## src/rtl/irqc_pkg.sv

```systemverilog
package irqc_pkg;

  localparam int unsigned IRQC_NUM_SRC = 22;
  localparam int unsigned IRQC_DATA_W  = 32;
  localparam int unsigned IRQC_ADDR_W  = 5;
  localparam int unsigned SWINT_BIT    = 0;
  localparam int unsigned SLOT_COUNT   = 6;

  // Word slots; the index equals byte offset / 4.
  typedef enum logic [2:0] {
    SLOT_MSTAT = 3'd0,
    SLOT_RAW   = 3'd1,
    SLOT_ENSET = 3'd2,
    SLOT_ENCLR = 3'd3,
    SLOT_SWSET = 3'd4,
    SLOT_SWCLR = 3'd5
  } irqc_slot_e;

  typedef struct packed {
    logic en_set;
    logic en_clr;
    logic sw_set;
    logic sw_clr;
  } irqc_wstrb_t;

endpackage

```

## src/rtl/irqc_rst_sync.sv

```systemverilog
module irqc_rst_sync (
  input  logic clk_i,
  input  logic rst_ni,
  output logic rst_no
);

  logic [1:0] stage_q;
  logic [1:0] stage_d;

  always_comb begin
    stage_d = {stage_q[0], 1'b1};
  end

  always_ff @(posedge clk_i or negedge rst_ni) begin
    if (!rst_ni) begin
      stage_q <= 2'b00;
    end else begin
      stage_q <= stage_d;
    end
  end

  assign rst_no = stage_q[1];

endmodule

```

## src/rtl/irqc_decode.sv

```systemverilog
module irqc_decode
  import irqc_pkg::*;
#(
  parameter int unsigned ADDR_W = IRQC_ADDR_W
) (
  input  logic              wr_i,
  input  logic [ADDR_W-1:0] addr_i,
  output irqc_wstrb_t       wstrb_o,
  output irqc_slot_e        slot_o,
  output logic              hit_o
);

  localparam int unsigned IDX_W = ADDR_W - 2;

  logic [IDX_W-1:0] word_idx;
  logic             aligned;

  always_comb begin
    word_idx = addr_i[ADDR_W-1:2];
    aligned  = (addr_i[1:0] == 2'b00);
    hit_o    = aligned && (word_idx < IDX_W'(SLOT_COUNT));
    slot_o   = hit_o ? irqc_slot_e'(word_idx[2:0]) : SLOT_MSTAT;

    wstrb_o        = '0;
    wstrb_o.en_set = wr_i && hit_o && (slot_o == SLOT_ENSET);
    wstrb_o.en_clr = wr_i && hit_o && (slot_o == SLOT_ENCLR);
    wstrb_o.sw_set = wr_i && hit_o && (slot_o == SLOT_SWSET);
    wstrb_o.sw_clr = wr_i && hit_o && (slot_o == SLOT_SWCLR);
  end

endmodule

```

## src/rtl/irqc_enable.sv

```systemverilog
module irqc_enable #(
  parameter int unsigned NUM_SRC = 22
) (
  input  logic               clk_i,
  input  logic               rst_ni,
  input  logic               set_i,
  input  logic               clr_i,
  input  logic [NUM_SRC-1:0] bits_i,
  output logic [NUM_SRC-1:0] en_o
);

  logic [NUM_SRC-1:0] en_q;
  logic [NUM_SRC-1:0] en_d;
  logic [NUM_SRC-1:0] set_bits;
  logic [NUM_SRC-1:0] clr_bits;
  logic               en_load;

  always_comb begin
    set_bits = set_i ? bits_i : '0;
    clr_bits = clr_i ? bits_i : '0;
    en_load  = set_i | clr_i;
    en_d     = (en_q | set_bits) & ~clr_bits;
  end

  always_ff @(posedge clk_i or negedge rst_ni) begin
    if (!rst_ni) begin
      en_q <= '0;
    end else if (en_load) begin
      en_q <= en_d;
    end
  end

  assign en_o = en_q;

endmodule

```

## src/rtl/irqc_swint.sv

```systemverilog
module irqc_swint (
  input  logic clk_i,
  input  logic rst_ni,
  input  logic set_i,
  input  logic clr_i,
  input  logic bit_i,
  output logic flag_o
);

  logic flag_q;
  logic flag_d;
  logic flag_load;

  always_comb begin
    flag_load = (set_i | clr_i) & bit_i;
    flag_d    = set_i;
  end

  always_ff @(posedge clk_i or negedge rst_ni) begin
    if (!rst_ni) begin
      flag_q <= 1'b0;
    end else if (flag_load) begin
      flag_q <= flag_d;
    end
  end

  assign flag_o = flag_q;

endmodule

```

## src/rtl/irqc_rdport.sv

```systemverilog
module irqc_rdport
  import irqc_pkg::*;
#(
  parameter int unsigned NUM_SRC = IRQC_NUM_SRC,
  parameter int unsigned DATA_W  = IRQC_DATA_W
) (
  input  logic               clk_i,
  input  logic               rst_ni,
  input  logic               rd_i,
  input  logic               hit_i,
  input  irqc_slot_e         slot_i,
  input  logic [NUM_SRC-1:0] raw_i,
  input  logic [NUM_SRC-1:0] masked_i,
  input  logic [NUM_SRC-1:0] en_i,
  output logic [DATA_W-1:0]  rdata_o
);

  localparam int unsigned PAD_W = DATA_W - NUM_SRC;

  logic [NUM_SRC-1:0] sel_bits;
  logic [DATA_W-1:0]  rdata_d;
  logic [DATA_W-1:0]  rdata_q;

  always_comb begin
    sel_bits = '0;
    if (hit_i) begin
      unique case (slot_i)
        SLOT_MSTAT: sel_bits = masked_i;
        SLOT_RAW:   sel_bits = raw_i;
        SLOT_ENSET: sel_bits = en_i;
        default:    sel_bits = '0;
      endcase
    end
    rdata_d = {{PAD_W{1'b0}}, sel_bits};
  end

  always_ff @(posedge clk_i or negedge rst_ni) begin
    if (!rst_ni) begin
      rdata_q <= '0;
    end else if (rd_i) begin
      rdata_q <= rdata_d;
    end
  end

  assign rdata_o = rdata_q;

endmodule

```

## src/rtl/irq_mask_ctrl.sv

```systemverilog
module irq_mask_ctrl
  import irqc_pkg::*;
#(
  parameter int unsigned          NUM_SRC     = IRQC_NUM_SRC,
  parameter int unsigned          ADDR_W      = IRQC_ADDR_W,
  parameter int unsigned          DATA_W      = IRQC_DATA_W,
  parameter logic [NUM_SRC-1:0]   SRC_PRESENT = 22'h3FFFE0
) (
  input  logic               clk_i,
  input  logic               rst_ni,
  input  logic [NUM_SRC-1:0] src_i,
  input  logic               bus_wr_i,
  input  logic               bus_rd_i,
  input  logic [ADDR_W-1:0]  bus_addr_i,
  input  logic [DATA_W-1:0]  bus_wdata_i,
  output logic [DATA_W-1:0]  bus_rdata_o,
  output logic               irq_o
);

  localparam logic [NUM_SRC-1:0] SW_ONEHOT = NUM_SRC'(1) << SWINT_BIT;
  localparam logic [NUM_SRC-1:0] EXT_MASK  = SRC_PRESENT & ~SW_ONEHOT;

  logic               rst_n_sync;
  irqc_wstrb_t        wstrb;
  irqc_slot_e         rd_slot;
  logic               addr_hit;
  logic [NUM_SRC-1:0] en_vec;
  logic               sw_flag;
  logic [NUM_SRC-1:0] sw_vec;
  logic [NUM_SRC-1:0] raw_vec;
  logic [NUM_SRC-1:0] masked_vec;
  logic               irq_d;
  logic               irq_q;

  irqc_rst_sync u_rst (
    .clk_i  (clk_i),
    .rst_ni (rst_ni),
    .rst_no (rst_n_sync)
  );

  irqc_decode #(.ADDR_W(ADDR_W)) u_dec (
    .wr_i    (bus_wr_i),
    .addr_i  (bus_addr_i),
    .wstrb_o (wstrb),
    .slot_o  (rd_slot),
    .hit_o   (addr_hit)
  );

  irqc_enable #(.NUM_SRC(NUM_SRC)) u_en (
    .clk_i  (clk_i),
    .rst_ni (rst_n_sync),
    .set_i  (wstrb.en_set),
    .clr_i  (wstrb.en_clr),
    .bits_i (bus_wdata_i[NUM_SRC-1:0]),
    .en_o   (en_vec)
  );

  irqc_swint u_sw (
    .clk_i  (clk_i),
    .rst_ni (rst_n_sync),
    .set_i  (wstrb.sw_set),
    .clr_i  (wstrb.sw_clr),
    .bit_i  (bus_wdata_i[0]),
    .flag_o (sw_flag)
  );

  // Raw vector: software flag at its slot, external pins where present.
  for (genvar gi = 0; gi < NUM_SRC; gi++) begin : g_sw
    if (gi == SWINT_BIT) begin : g_flag
      assign sw_vec[gi] = sw_flag;
    end else begin : g_zero
      assign sw_vec[gi] = 1'b0;
    end
  end

  always_comb begin
    raw_vec    = (src_i & EXT_MASK) | sw_vec;
    masked_vec = raw_vec & en_vec;
    irq_d      = |masked_vec;
  end

  always_ff @(posedge clk_i or negedge rst_n_sync) begin
    if (!rst_n_sync) begin
      irq_q <= 1'b0;
    end else begin
      irq_q <= irq_d;
    end
  end

  assign irq_o = irq_q;

  irqc_rdport #(.NUM_SRC(NUM_SRC), .DATA_W(DATA_W)) u_rd (
    .clk_i    (clk_i),
    .rst_ni   (rst_n_sync),
    .rd_i     (bus_rd_i),
    .hit_i    (addr_hit),
    .slot_i   (rd_slot),
    .raw_i    (raw_vec),
    .masked_i (masked_vec),
    .en_i     (en_vec),
    .rdata_o  (bus_rdata_o)
  );

endmodule

```

## config.mk

```make
export PLATFORM = sky130hd
export DESIGN_NAME = irq_mask_ctrl
export DESIGN_NICKNAME = d
export VERILOG_FILES = /design/src/rtl/irqc_pkg.sv /design/src/rtl/irqc_rst_sync.sv /design/src/rtl/irqc_decode.sv /design/src/rtl/irqc_enable.sv /design/src/rtl/irqc_swint.sv /design/src/rtl/irqc_rdport.sv /design/src/rtl/irq_mask_ctrl.sv
export SDC_FILE = /design/constraint.sdc
export NUM_CORES = 1
export LEC_CHECK = 0
export ABC_AREA = 1
export BUFFER_PORTS_ARGS = -buffer_cell sky130_fd_sc_hd__buf_2
export CORE_ASPECT_RATIO = 0.5
export CORE_MARGIN = 4
export CORE_UTILIZATION = 50
export DETAILED_ROUTE_END_ITERATION = 10
export PLACE_DENSITY = 0.87
export SYNTH_ARGS = -nofsm -noshare
export SYNTH_HDL_FRONTEND = slang
export SYNTH_SLANG_ARGS = --single-unit
```

## constraint.sdc

```tcl
create_clock -name clk_i -period 2.25 [get_ports clk_i]
set_clock_uncertainty 0.1 [all_clocks]
set_input_delay 0.1125 -clock clk_i [delete_from_list [all_inputs] [get_ports clk_i]]
set_output_delay 0.1125 -clock clk_i [all_outputs]
set_load 0.02 [all_outputs]
```

==> run summary <==
DIE AREA = 0.00651 mm²
Maxcap violations = 0
Worst vdd ir = 0.000371 V
Hold_ws = 0.00937 ns
Share of the yosys chip area belonging to registers = 46.0%
Rel. slew slack = 54.1%
Starting density of the core = 52.4%
FP Rows = 18
Layout area overhead = 27.9%
Mapped Cells = 344
Via/cell ratio = 5.27
Largest cells by area after synthesis = dfrtp_1, nand2_1, nand3_1
Cell mode on critical path = nor2_4
DRC Markers = 0
Most frequent cells in the layout = nand2_1, buf_2, nand3_1
Wire per inst = 14.4 µm
Total GRT Usage = 24.1%
Clk pin slew, worst setup/hold paths = 0.09 ns
Max Fclk = 823 MHz
Crit share post-route = 54.0%
Routability congestion estimate = 0.873
Unrepaired setup endpoints after global routing = no
Leading cell type in the layout, fill and taps excluded = nand2_1
Area occupied by multi-input gates = 0.00111 mm²
CP max stage cell = nor2_4
Port bufs = 70
Diode count = 0
Area leader, netlist = dfrtp_1
Crit path cell chain = buf_2 > nor2_4 > nand3_2 > nor2_4 > buf_12 > nand3_1 > a22oi_1
Vias = 2667
Global-route congestion overflow total = 0
Largest net degree at the start of global routing = 38
Post-synth cell types = 20
WP data required = 2.36 ns
Die Ht = 59.1 µm
Number of synthesized register bits = 48
Reg area = 0.00120 mm²
Synth top area share = 46.0%
Critical path type = input port to register
H-tree levels = 2
Worst hold path class = input port to register
Bufs on Longest Clock Path = 2
Worst Tran Pin Value = 0.688 ns
Status = finished, final reports clean
I/O pins = 96
Die X = 110 µm
CTS Root Cell = clkbuf_8
Layout cells sized above 1 = 21.3%
Final Power = 2.09 mW
CP arrival = 1.33 ns
Final Hold Violating Endpoints = 0
Launch point of the worst path = bus_addr_i[1]
Slowest stage delay, CP = 0.24 ns
Period minus WS final = 1.21 ns
Cts repair resizes = 0
P_leak = 1.89 nW
Worst r2r src = u_en.en_o[13]
HP Start = bus_rd_i
Post-Syn Area = 0.00261 mm²
Vias in the first global route = 2588
TritonCTS clock tree = built
Worst skew pair latency = 0.30 ns
# fillers = 395
DRT antenna net count = 0
# clock sinks = 48
Final nets = 498
Syn avg cell area = 7.58 µm²
First-pass GRT wire length = 12200 µm
Slew Limit Fails = 0
Crit-path max FO = 37
Initial antenna violation count = 0
CP endpoint kind = register
Setup Viol. Count Final = 0
Cell Pwr Density = 627 mW/mm²
Core ar. = 0.00498 mm²
Setup TNS = 0 ns
CP Launch Type = input port
First DRT Iteration DRCs = 258
Drt total wl = 7270 µm
CTS Buf Count = 5
DR pass1 iterations = 5
Final HPWL DP = 4780 µm
Syn. warnings = 0
## registers in the layout (all words and copies together), names as in the netlist
register and cells:
irq_o 1, u_en.en_o 22, u_rd.rdata_o 22, u_rst.stage_q 2, u_sw.flag_o 1
## power by group
part	internal (mW)	total (mW)	leakage (nW)	switching (mW)
registers	0.957	1.05	0.577	0.0937
clock network	0.329	0.634	0.0541	0.305
logic	0.170	0.409	1.26	0.239
total	1.46	2.09	1.89	0.638
## final cells by class
cell class | instances | share of cell area, %
multi-input cells | 235 | 33.1
clock inverters | 3 | 1.27
well taps | 70 | 2.62
inverters | 45 | 5.06
repair buffers | 100 | 19.8
clock buffers | 5 | 2.06
flip-flops and latches | 48 | 36.0
## logic make-up (layout without fill, tap and decap cells)
family	count (synthesis)	in the layout	share of synthesized area, %
buffers and inverters	70	153	12.9
AND/OR/NAND/NOR	200	200	33.8
AO/OA/AOI/OAI	24	24	7.00
flip-flops	48	48	46.0
other	2	11	0.288
## path summary, 6_finish.rpt
kind,end,slack (ns),cells past startpoint
worst min-delay path,u_rd.rdata_o[3],0.009,3
min in group asynchronous,u_en.en_o[2],0.07,0
max in group asynchronous,u_rst.stage_q[1],1.36,3
worst min register to register,u_en.en_o[2],0.07,0
worst max-delay path,u_en.en_o[14],1.04,7
worst max register to register,irq_o,1.08,4
## layer usage
metal | wire (µm) | part of all wire (%) | GRT usage [%] | up-vias
li1 | - | - | - | 1262
met2 | 3430 | 47 | 39.7 | 155
met4 | 165 | 2.3 | 7.37 | 0
met5 | 0 | 0 | 0 | -
met1 | 2970 | 41 | 32.8 | 1230
met3 | 703 | 9.7 | 4.35 | 20
## stage by stage
step | instances | utilization [%] | cell area [µm²] | worst slack (ns)
2_1_floorplan | 353 | - | 2640 | 0.715
3_3_place_gp | 474 | 60.0 | 2990 | 0.780
3_5_place_dp | 474 | 60.0 | 2990 | 0.757
4_1_cts | 506 | 67.0 | 3340 | 1.06
5_1_grt | 506 | 67.0 | 3340 | 0.917
6_report | 506 | 67.0 | 3340 | 1.04
## critical path, delay by kind of cell
family / cells / cell delay (ns)
buffers and inverters: 2 / 0.34
AND/OR/NAND/NOR: 4 / 0.66
AO/OA/AOI/OAI: 1 / 0.19
## cells in the mapped netlist
master,instances
nor2_2,1
nand3_1,64
o21ai_0,1
nor2_4,2
nand2_1,122
inv_1,43
buf_6,2
o211ai_2,1
nand3_2,1
clkbuf_1,5
nor3_1,2
nor2_1,2
nand4_1,5
buf_2,4
inv_2,2
nor3_4,1
buf_4,14
dfrtp_1,48
a22oi_1,22
conb_1,2
## repair_timing
| item | in CTS | in global routing |
|---|---|---|
| setup endpoints to repair | 0 | 0 |
| hold buffers | 24 | 0 |
| hold endpoints to repair | 24 | 0 |
| buffers inserted | 0 | 0 |
No activity file was read; power rests on OpenSTA's default activity.
